**config.mk**
```make
export PLATFORM = sky130hd
export DESIGN_NAME = hpr_port_ctl
export DESIGN_NICKNAME = d
export VERILOG_FILES = /design/src/rtl/hpr_pkg.sv /design/src/rtl/hpr_reset_seq.sv /design/src/rtl/hpr_susp_ctl.sv /design/src/rtl/hpr_port_ctl.sv
export SDC_FILE = /design/constraint.sdc
export NUM_CORES = 1
export LEC_CHECK = 0
export ABC_AREA = 1
export CORE_UTILIZATION = 49
export DETAILED_ROUTE_END_ITERATION = 7
export GPL_TIMING_DRIVEN = 0
export PLACE_DENSITY = 0.92
export SYNTH_ARGS = -nofsm -noshare
export SYNTH_HDL_FRONTEND = slang
export SYNTH_SLANG_ARGS = --single-unit
```
**constraint.sdc**
```tcl
create_clock -name clk -period 1.9 [get_ports clk]
set_input_delay 0.38 -clock clk [delete_from_list [all_inputs] [get_ports clk]]
set_output_delay 0.38 -clock clk [all_outputs]
set_load 0.01 [all_outputs]
```
**src/rtl/hpr_pkg.sv**
```systemverilog
package hpr_pkg;
    localparam int CTRL_W    = 4;
    localparam int BIT_PED   = 0;
    localparam int BIT_SUSP  = 1;
    localparam int BIT_FPR   = 2;
    localparam int BIT_PR    = 3;

    typedef enum logic [1:0] {
        PS_DISABLED  = 2'b00,
        PS_ENABLED   = 2'b01,
        PS_SUSPENDED = 2'b10
    } port_state_e;
endpackage

```
**src/rtl/hpr_reset_seq.sv**
```systemverilog
module hpr_reset_seq #(
    parameter int RESET_CYCLES = 50
) (
    input  logic clk,
    input  logic rst_n,
    input  logic pr_wr_en,
    input  logic pr_wr_val,
    input  logic hc_halted,
    output logic pr_o,
    output logic start_o,
    output logic done_o
);
    localparam int CW = $clog2(RESET_CYCLES + 1);
    localparam logic [CW-1:0] LIMIT = CW'(RESET_CYCLES);

    typedef struct packed {
        logic          pr;
        logic          term;
        logic [CW-1:0] cnt;
    } seq_t;

    seq_t seq_d, seq_q;

    always_comb begin
        seq_d   = seq_q;
        start_o = 1'b0;
        done_o  = 1'b0;
        // minimum-time counter, saturating at the limit
        if (seq_q.pr && seq_q.cnt != LIMIT) begin
            seq_d.cnt = seq_q.cnt + CW'(1);
        end
        // completion: request latched, minimum elapsed, controller running
        if (seq_q.pr && seq_q.term && seq_q.cnt == LIMIT && !hc_halted) begin
            done_o     = 1'b1;
            seq_d.pr   = 1'b0;
            seq_d.term = 1'b0;
            seq_d.cnt  = '0;
        end
        if (pr_wr_en && !hc_halted) begin
            if (pr_wr_val && !seq_q.pr) begin
                start_o    = 1'b1;
                seq_d.pr   = 1'b1;
                seq_d.term = 1'b0;
                seq_d.cnt  = '0;
            end else if (!pr_wr_val && seq_q.pr && !done_o) begin
                seq_d.term = 1'b1;
            end
        end
    end

    always_ff @(posedge clk) begin
        if (!rst_n) begin
            seq_q <= '0;
        end else begin
            seq_q <= seq_d;
        end
    end

    assign pr_o = seq_q.pr;

    // termination latency monitor (cycles with request latched, not halted)
    logic [CW:0] wait_q;
    always_ff @(posedge clk) begin
        if (!rst_n || !seq_q.pr || !seq_q.term) begin
            wait_q <= '0;
        end else if (!hc_halted) begin
            wait_q <= wait_q + (CW+1)'(1);
        end
    end

    a_r4_term_bound: assert property (@(posedge clk) disable iff (!rst_n)
        (seq_q.pr && seq_q.term) |-> (wait_q < (CW+1)'(RESET_CYCLES)));

    a_r3_hold_without_request: assert property (@(posedge clk) disable iff (!rst_n)
        (seq_q.pr && !seq_q.term) |=> seq_q.pr);

    a_r5_halt_freezes_pr: assert property (@(posedge clk) disable iff (!rst_n)
        hc_halted |=> (seq_q.pr == $past(seq_q.pr)));
endmodule

```
**src/rtl/hpr_susp_ctl.sv**
```systemverilog
module hpr_susp_ctl (
    input  logic clk,
    input  logic rst_n,
    input  logic ped_i,
    input  logic ped_clr_i,
    input  logic start_i,
    input  logic susp_set_i,
    input  logic fpr_wr_en,
    input  logic fpr_wr_val,
    input  logic xfer_active,
    input  logic resume_detect,
    output logic susp_o,
    output logic fpr_o
);
    typedef struct packed {
        logic susp;
        logic pend;
        logic fpr;
    } susp_t;

    susp_t st_d, st_q;

    always_comb begin
        st_d = st_q;
        // deferred entry once the bus goes idle
        if (st_q.pend && !xfer_active && !ped_clr_i) begin
            st_d.susp = 1'b1;
            st_d.pend = 1'b0;
        end
        // new request, only on an enabled port
        if (susp_set_i && ped_i && !ped_clr_i && !st_q.susp && !st_q.pend) begin
            if (xfer_active) begin
                st_d.pend = 1'b1;
            end else begin
                st_d.susp = 1'b1;
            end
        end
        if (st_q.susp && resume_detect) begin
            st_d.fpr = 1'b1;
        end
        if (fpr_wr_en) begin
            if (fpr_wr_val) begin
                if (st_q.susp) begin
                    st_d.fpr = 1'b1;
                end
            end else if (st_q.fpr) begin
                st_d.fpr  = 1'b0;
                st_d.susp = 1'b0;
                st_d.pend = 1'b0;
            end
        end
        if (ped_clr_i) begin
            st_d.pend = 1'b0;
        end
        if (start_i) begin
            st_d.susp = 1'b0;
            st_d.fpr  = 1'b0;
            st_d.pend = 1'b0;
        end
    end

    always_ff @(posedge clk) begin
        if (!rst_n) begin
            st_q <= '0;
        end else begin
            st_q <= st_d;
        end
    end

    assign susp_o = st_q.susp;
    assign fpr_o  = st_q.fpr;

    a_r8_entry_when_idle: assert property (@(posedge clk) disable iff (!rst_n)
        $rose(st_q.susp) |-> $past(!xfer_active));

    a_r9_exit_paths: assert property (@(posedge clk) disable iff (!rst_n)
        $fell(st_q.susp) |-> ($fell(st_q.fpr) || $past(start_i)));

    a_r10_fpr_needs_susp: assert property (@(posedge clk) disable iff (!rst_n)
        $rose(st_q.fpr) |-> $past(st_q.susp));
endmodule

```
**src/rtl/hpr_port_ctl.sv**
```systemverilog
module hpr_port_ctl
    import hpr_pkg::*;
#(
    parameter int RESET_CYCLES = 50
) (
    input  logic              clk,
    input  logic              rst_n,
    input  logic              wr_en,
    input  logic [CTRL_W-1:0] wr_mask,
    input  logic [CTRL_W-1:0] wr_data,
    input  logic              hc_halted,
    input  logic              hs_device,
    input  logic              xfer_active,
    input  logic              resume_detect,
    output logic [CTRL_W-1:0] rd_data,
    output logic [1:0]        port_state,
    output logic              downstream_allow,
    output logic              reset_done
);
    typedef struct packed {
        logic ped;
        logic done;
    } top_t;

    top_t top_d, top_q;

    logic pr_q, seq_start, seq_done;
    logic susp_q, fpr_q;
    logic ped_clr, susp_set;
    port_state_e state;

    assign ped_clr  = wr_en && wr_mask[BIT_PED]  && !wr_data[BIT_PED];
    assign susp_set = wr_en && wr_mask[BIT_SUSP] &&  wr_data[BIT_SUSP];

    hpr_reset_seq #(
        .RESET_CYCLES(RESET_CYCLES)
    ) u_seq (
        .clk       (clk),
        .rst_n     (rst_n),
        .pr_wr_en  (wr_en && wr_mask[BIT_PR]),
        .pr_wr_val (wr_data[BIT_PR]),
        .hc_halted (hc_halted),
        .pr_o      (pr_q),
        .start_o   (seq_start),
        .done_o    (seq_done)
    );

    hpr_susp_ctl u_susp (
        .clk           (clk),
        .rst_n         (rst_n),
        .ped_i         (top_q.ped),
        .ped_clr_i     (ped_clr),
        .start_i       (seq_start),
        .susp_set_i    (susp_set),
        .fpr_wr_en     (wr_en && wr_mask[BIT_FPR]),
        .fpr_wr_val    (wr_data[BIT_FPR]),
        .xfer_active   (xfer_active),
        .resume_detect (resume_detect),
        .susp_o        (susp_q),
        .fpr_o         (fpr_q)
    );

    always_comb begin
        top_d      = top_q;
        top_d.done = seq_done;
        if (ped_clr) begin
            top_d.ped = 1'b0;
        end
        if (seq_done) begin
            top_d.ped = hs_device;
        end
        if (seq_start) begin
            top_d.ped = 1'b0;
        end
    end

    always_ff @(posedge clk) begin
        if (!rst_n) begin
            top_q <= '0;
        end else begin
            top_q <= top_d;
        end
    end

    always_comb begin
        if (!top_q.ped) begin
            state = PS_DISABLED;
        end else if (susp_q) begin
            state = PS_SUSPENDED;
        end else begin
            state = PS_ENABLED;
        end
    end

    always_comb begin
        rd_data           = '0;
        rd_data[BIT_PED]  = top_q.ped;
        rd_data[BIT_SUSP] = susp_q;
        rd_data[BIT_FPR]  = fpr_q;
        rd_data[BIT_PR]   = pr_q;
    end

    assign port_state       = state;
    assign downstream_allow = (state == PS_ENABLED) && !pr_q;
    assign reset_done       = top_q.done;

    a_r2_start_disables: assert property (@(posedge clk) disable iff (!rst_n)
        $rose(pr_q) |-> !top_q.ped);

    a_r6_enable_follows_speed: assert property (@(posedge clk) disable iff (!rst_n)
        top_q.done |-> (top_q.ped == $past(hs_device)));

    a_r7_enable_only_by_reset: assert property (@(posedge clk) disable iff (!rst_n)
        $rose(top_q.ped) |-> top_q.done);

    a_r11_gate_in_reset: assert property (@(posedge clk) disable iff (!rst_n)
        downstream_allow |-> (top_q.ped && !susp_q && !pr_q));

    a_r3_done_single: assert property (@(posedge clk) disable iff (!rst_n)
        top_q.done |=> !top_q.done);
endmodule

```
==> reports/qor.txt, run 1 <==
Status -> finished, final reports clean
CP max stage delay -> 0.52 ns
Antenna violations before repair -> 0
Max Fclk -> 572 MHz
Die Ht -> 42.3 um
Worst-path cell chain -> inv_1, nand2_1, inv_1, clkdlybuf4s50_1
DRC violations left -> 0
Max_cap viols -> 0
Worst Path Max Fanout -> 5
Worst Setup SP -> u_susp.susp_o
Num CTS Buffers -> 3
Total Power -> 0.519 mW
Largest net degree at the start of global routing -> 9
Final hold violations -> 0
Worst-skew pair later-pin latency -> 0.28 ns
Starting Density -> 52.9%
Setup Viol. Count Final -> 0
Fin Hold WS -> 0.494 ns
Pre-CTS setup slack -> 0.273 ns
Switching power -> 0.126 mW
Setup Skew -> 0.00124 ns
Distinct cells, synth -> 23
CP Data Required Time -> 1.52 ns
Comb pwr share -> 13.1%
Die ar. -> 0.00179 sq mm
Syn_area_per_cell -> 6.99 sq um
Pwr dens -> 487 mW/mm^2
Initial DRC Count -> 18
Final wirelength -> 1690 um
# H-tree levels -> 1
WS Path Type -> flip-flop to output pin
Clk slew on worst S/H paths -> 0.08 ns
Detailed Routing Iterations Pass 1 -> 4
First-pass GRT wire length -> 2830 um
CP most frequent cell -> inv_1
Vias per cell -> 4.99
Post-Syn Instances -> 114
Worst setup SP type -> flip-flop
# rows -> 14
CTS Buffer Depth -> 2
Tcrit/Tclk final -> 91.9%
Layout area overhead -> 33.8%
Routed Antenna Nets -> 0
IO Pins -> 23
Vias in the first global route -> 705
Reg-to-reg startpoint -> u_seq.seq_q[0]
Die W -> 42.3 um
Vias -> 779
CP endpoint -> port_state[0]
Internal power -> 0.393 mW
Final non-filler cell total -> 156
YS warnings -> 0
Number of synthesized register bits -> 13
Switch share -> 24.2%
Sequential area share after synthesis -> 32.7%
I/O Buffers -> 22
Crit path DAT -> 1.37 ns
GRT Util Overall -> 21.5%
Crit. End Element -> output pin
GR Overflow Total -> 0
Post-CTS setup buffer count -> 0
HP Class -> flip-flop to flip-flop
Post-Place Cell Area -> 0.00104 sq mm
Dpl cells -> 152
ANT cells -> 0
Slowest cell on crit path -> clkdlybuf4s50_1
Final Core Density -> 70.8%
Mapped cell area -> 797 sq um
Gp weighted congestion -> 0.883
Hold path start -> u_seq.seq_q[6]
LEAKAGE -> 0.467 nW
TNS Setup -> 0 ns
TritonCTS clock tree -> done
Max-slew violations -> 0
Share of cells above drive strength 1 -> 15.0%
R2r setup slk -> 0.53 ns
Fillers -> 121
FF-to-FF path depth -> 7
Layout Nets -> 158
Rel. slew slack -> 81.9%
FF-to-FF End -> rd_data[0]
Core area -> 0.00151 sq mm
Syn_nets -> 131
Clock Sinks -> 13
Seq pwr share -> 53.1%
Final HPWL DP -> 1380 um
RSZ-0062 raised after global routing -> no
VDD IR max -> 0.334 mV
Clock share of power -> 33.8%
Tmin final -> 1.75 ns
Wire per inst -> 10.9 um
Clock root cell -> clkbuf_4
Worst slew pin tran -> 0.269 ns
Worst setup margin -> 0.153 ns
Final Instance Area -> 0.00107 sq mm
[worst min path at each step]
| stage | slack, ns | cells after the start | endpoint |
|---|---|---|---|
| final | 0.49 | 2 | u_seq.seq_q[6] |
| after CTS | 0.49 | 2 | u_seq.seq_q[6] |
| after detailed placement | 0.48 | 2 | u_seq.seq_q[6] |
| after global placement | 0.46 | 2 | u_seq.seq_q[6] |
| after global routing | 0.50 | 2 | u_seq.seq_q[6] |
| after floorplan | 0.45 | 2 | u_seq.seq_q[6] |
[final cells by class]
| type | count | area (sq um) | share of cell area (%) |
|---|---|---|---|
| inverter | 16 | 60.1 | 5.63 |
| timing repair buffer | 22 | 223 | 20.9 |
| tap | 16 | 20.0 | 1.88 |
| sequential | 13 | 260 | 24.4 |
| buffer | 5 | 41.3 | 3.87 |
| multi-input combinational | 80 | 435 | 40.8 |
| clock buffer | 4 | 26.3 | 2.46 |
[cells in the mapped netlist]
library cell	n	area, sq um
nor3_2	2	20.0
nand4_1	2	12.5
o21ai_0	1	5.00
nand2_2	3	18.8
buf_4	4	30.0
inv_1	16	60.1
nor2_2	3	18.8
nand2_1	28	105
dfxtp_1	13	260
buf_6	1	11.3
o21ai_1	1	5.00
a21oi_1	7	35.0
nand2_4	1	11.3
ha_1	2	25.0
xor2_1	3	26.3
o21ai_2	1	8.76
nand3_2	1	10.0
nor2_1	12	45.0
nand3b_1	2	15.0
nor3_1	2	10.0
nand3_1	7	35.0
nor3b_2	1	12.5
a21oi_4	1	16.3
[power groups by stage]
stage / Combinational, mW / Clock, mW / Sequential [mW]
after floorplan: 0.0298 / 0 / 0.282
after CTS: 0.0681 / 0.174 / 0.276
after detailed placement: 0.0678 / 0 / 0.282
after global routing: 0.0752 / 0.194 / 0.276
after global placement: 0.0661 / 0 / 0.282
final: 0.0681 / 0.176 / 0.276
[critical path: cells and delay by family, from the launching register on]
family	cells	cell delay (ns)
buffers and inverters	3	0.64
AND/OR/NAND/NOR	1	0.08
flip-flops	1	0.35
[state kept, by name, summed over array words and instances (netlist names)]
name / cells
u_seq.seq_q: 7
rd_data: 1
reset_done: 1
u_seq.pr_o: 1
u_susp.fpr_o: 1
u_susp.st_q: 1
u_susp.susp_o: 1
[what timing repair did]
action                                  in CTS  in global routing
hold buffers                                 0                  0
endpoints found under the setup margin       0                  1
resized for setup                            0                  1
[routing by layer]
layer | vias to the layer above | track usage (%) | part of all wire, %
met1 | 340 | 24.0 | 42
met2 | 26 | 36.6 | 50
met3 | 5 | 6.90 | 5.5
met5 | - | 0 | 0
li1 | 408 | - | -
met4 | 0 | 10.0 | 2.2
[cell usage in the layout (no fill, tap or decap), types with 3 or more instances in the layout]
| master | count |
|---|---|
| nor2_2 | 3 |
| nor2_1 | 12 |
| dfxtp_1 | 13 |
| buf_4 | 4 |
| nand3_1 | 7 |
| nand2_2 | 3 |
| a21oi_1 | 7 |
| clkbuf_4 | 3 |
| xor2_1 | 3 |
| inv_1 | 16 |
| nand2_1 | 28 |
| clkdlybuf4s50_1 | 21 |
[kinds of logic (layout without fill, tap and decap cells)]
kind of cell	after synthesis	after routing	synth area share, %
xor+xnor	3	3	3.30
simple gates	64	64	39.4
fa+ha+maj	2	2	3.14
compound gates	11	11	8.79
flops	13	13	32.7
buf+inv	21	47	12.7
Power figures use the tool's default switching activity.
==> inputs of run 2 (changes only) <==
--- a/config.mk
+++ b/config.mk
@@ -6,6 +6,7 @@
 export NUM_CORES = 1
 export LEC_CHECK = 0
 export ABC_AREA = 1
+export CORE_MARGIN = 2
 export CORE_UTILIZATION = 49
 export DETAILED_ROUTE_END_ITERATION = 7
 export GPL_TIMING_DRIVEN = 0
@@ -13,3 +14,4 @@
 export SYNTH_ARGS = -nofsm -noshare
 export SYNTH_HDL_FRONTEND = slang
 export SYNTH_SLANG_ARGS = --single-unit
+export TNS_END_PERCENT = 10
==> run 2 against run 1 <==
Via count grew 0.13%. Worst setup slack lost 0.022 ns. Largest power group unchanged. Power shrank 1.2%. Cell area shrank 0.23%. Largest cell class unchanged.
==> reports/qor.txt, run 2 (same netlist as run 1, synthesis figures left out) <==
Worst slew pin tran -> 0.278 ns
Commonest non-fill, non-tap cells in the layout -> 28 x nand2_1, 22 x clkdlybuf4s50_1, 16 x inv_1
Share of cells above drive strength 1 -> 15.0%
Worst Path Max Fanout -> 4
Met2 Track Usage GR -> 35.3%
Hold path start -> u_seq.seq_q[6]
CP Data Required Time -> 1.52 ns
Gp weighted congestion -> 0.868
GR Overflow Total -> 0
Max_cap viols -> 0
Die ar. -> 0.00197 sq mm
Buffers & Inverters on Critical Path -> 1
VDD IR max -> 0.353 mV
Global route hottest layer -> met2
Clock Sinks -> 13
Reg-to-reg startpoint -> u_seq.seq_q[0]
Setup Skew -> 0.00676 ns
Layout area overhead -> 33.4%
Dpl cells -> 152
I/O Buffers -> 22
Die Ht -> 44.3 um
Largest net degree at the start of global routing -> 9
Hold endpoint -> u_seq.seq_q[6]
Crit. End Element -> output pin
GR Layer Usage met1 -> 22.9%
Vias in the first global route -> 739
Crit path DAT -> 1.39 ns
Antenna violations before repair -> 0
RSZ-0062 raised after global routing -> no
DRC violations left -> 0
Tmin final -> 1.77 ns
Max Fclk -> 565 MHz
ANT cells -> 0
Vias -> 780
IO Pins -> 23
Final wirelength -> 1660 um
# rows -> 14
Post-CTS setup buffer count -> 0
Top delay family on crit path -> buffers and inverters
Final HPWL DP -> 1410 um
Fillers -> 127
Wire per inst -> 10.6 um
Final hold violations -> 0
Pwr dens -> 482 mW/mm^2
FF-to-FF End -> u_seq.seq_q[0]
R2r setup slk -> 0.48 ns
Layout Nets -> 158
Largest register FFs -> 7
Tcrit/Tclk final -> 93.1%
Worst setup margin -> 0.131 ns
TNS Setup -> 0 ns
LEAKAGE -> 0.449 nW
Routed Antenna Nets -> 0
Worst-skew pair later-pin latency -> 0.27 ns
Hold depth -> 2
Commonest non-fill, non-tap cell in the layout -> nand2_1
Core area -> 0.00152 sq mm
Initial DRC Count -> 9
HP Class -> flip-flop to flip-flop
Vias per cell -> 5.00
Post_cts resized -> 0
FF-to-FF path depth -> 7
Starting Density -> 52.3%
# H-tree levels -> 1
Post-CTS Hold Fix Bufs -> 0
TritonCTS clock tree -> done
Final Core Density -> 69.8%
Status -> finished, final reports clean
GRT Util Overall -> 19.9%
Largest reg by FF count -> u_seq.seq_q
Setup Viol. Count Final -> 0
Clk slew on worst S/H paths -> 0.08 ns
Final non-filler cell total -> 156
CP max stage delay -> 0.54 ns
Clock root cell -> clkbuf_4
Slowest cell on crit path -> clkdlybuf4s50_1
Die W -> 44.3 um
Rel. slew slack -> 81.4%
Pre-CTS setup slack -> 0.275 ns
Met3 usage -> 4.49%
Max-slew violations -> 0
Num CTS Buffers -> 3
Worst setup SP type -> flip-flop
CTS Buffer Depth -> 2
Detailed Routing Iterations Pass 1 -> 4
Worst-path cell chain -> nand2_1, nor2_1, clkdlybuf4s50_1
WS Path Type -> flip-flop to output pin
First-pass GRT wire length -> 2900 um
## run 2: cell types whose count changed in the layout (fill, tap and decap cells not counted), sizes merged
cell,before,now
dlymetal6s2s,1,0
clkdlybuf4s50,21,22
## run 2: stage by stage
step | hold WS (ns) | area (sq um) | power, mW
floorplan | 0.447 | 797 | 0.311
global placement | 0.464 | 1040 | 0.348
detailed placement | 0.476 | 1040 | 0.351
CTS | 0.492 | 1060 | 0.513
global route | 0.521 | 1060 | 0.536
finish | 0.491 | 1060 | 0.513
## run 2: cell type report
class	count	area, sq um	share of cell area (%)
plain buffers	5	41.3	3.88
clock buffers	4	26.3	2.47
inverters	16	60.1	5.65
multi-input cells	80	435	40.9
flip-flops and latches	13	260	24.5
well taps	16	20.0	1.88
repair buffers	22	220	20.7
## run 2: worst max path at each step
stage	slack, ns	depth (start not counted)	from	endpoint
floorplan	0.68	7	u_seq.seq_q[0]	u_seq.pr_o
finish	0.13	3	rd_data[0]	downstream_allow
CTS	0.13	3	rd_data[0]	downstream_allow
detailed placement	0.28	8	wr_en	u_susp.st_q[1]
global route	0.04	3	rd_data[0]	downstream_allow
global placement	0.30	8	wr_en	u_susp.st_q[1]
## run 2: metal layers
metal	part of all wire, %	vias up
met5	0	-
met3	4.2	4
met2	50	17
li1	-	407
met4	1.6	0
met1	44	352
## run 2: worst register-to-register path, stage by stage, from the launching register on
cell and delay, ns:
dfxtp_1 0.36, inv_1 0.11, ha_1 0.17, nand2_2 0.06, nor3_2 0.27, nand2_2 0.16
nand2_4 0.13, a21oi_1 0.05
## run 2: power breakdown
| group | total [mW] | internal, mW | switching, mW |
|---|---|---|---|
| Clock | 0.169 | 0.0811 | 0.0879 |
| Sequential | 0.276 | 0.274 | 0.00185 |
| Combinational | 0.0684 | 0.0380 | 0.0303 |
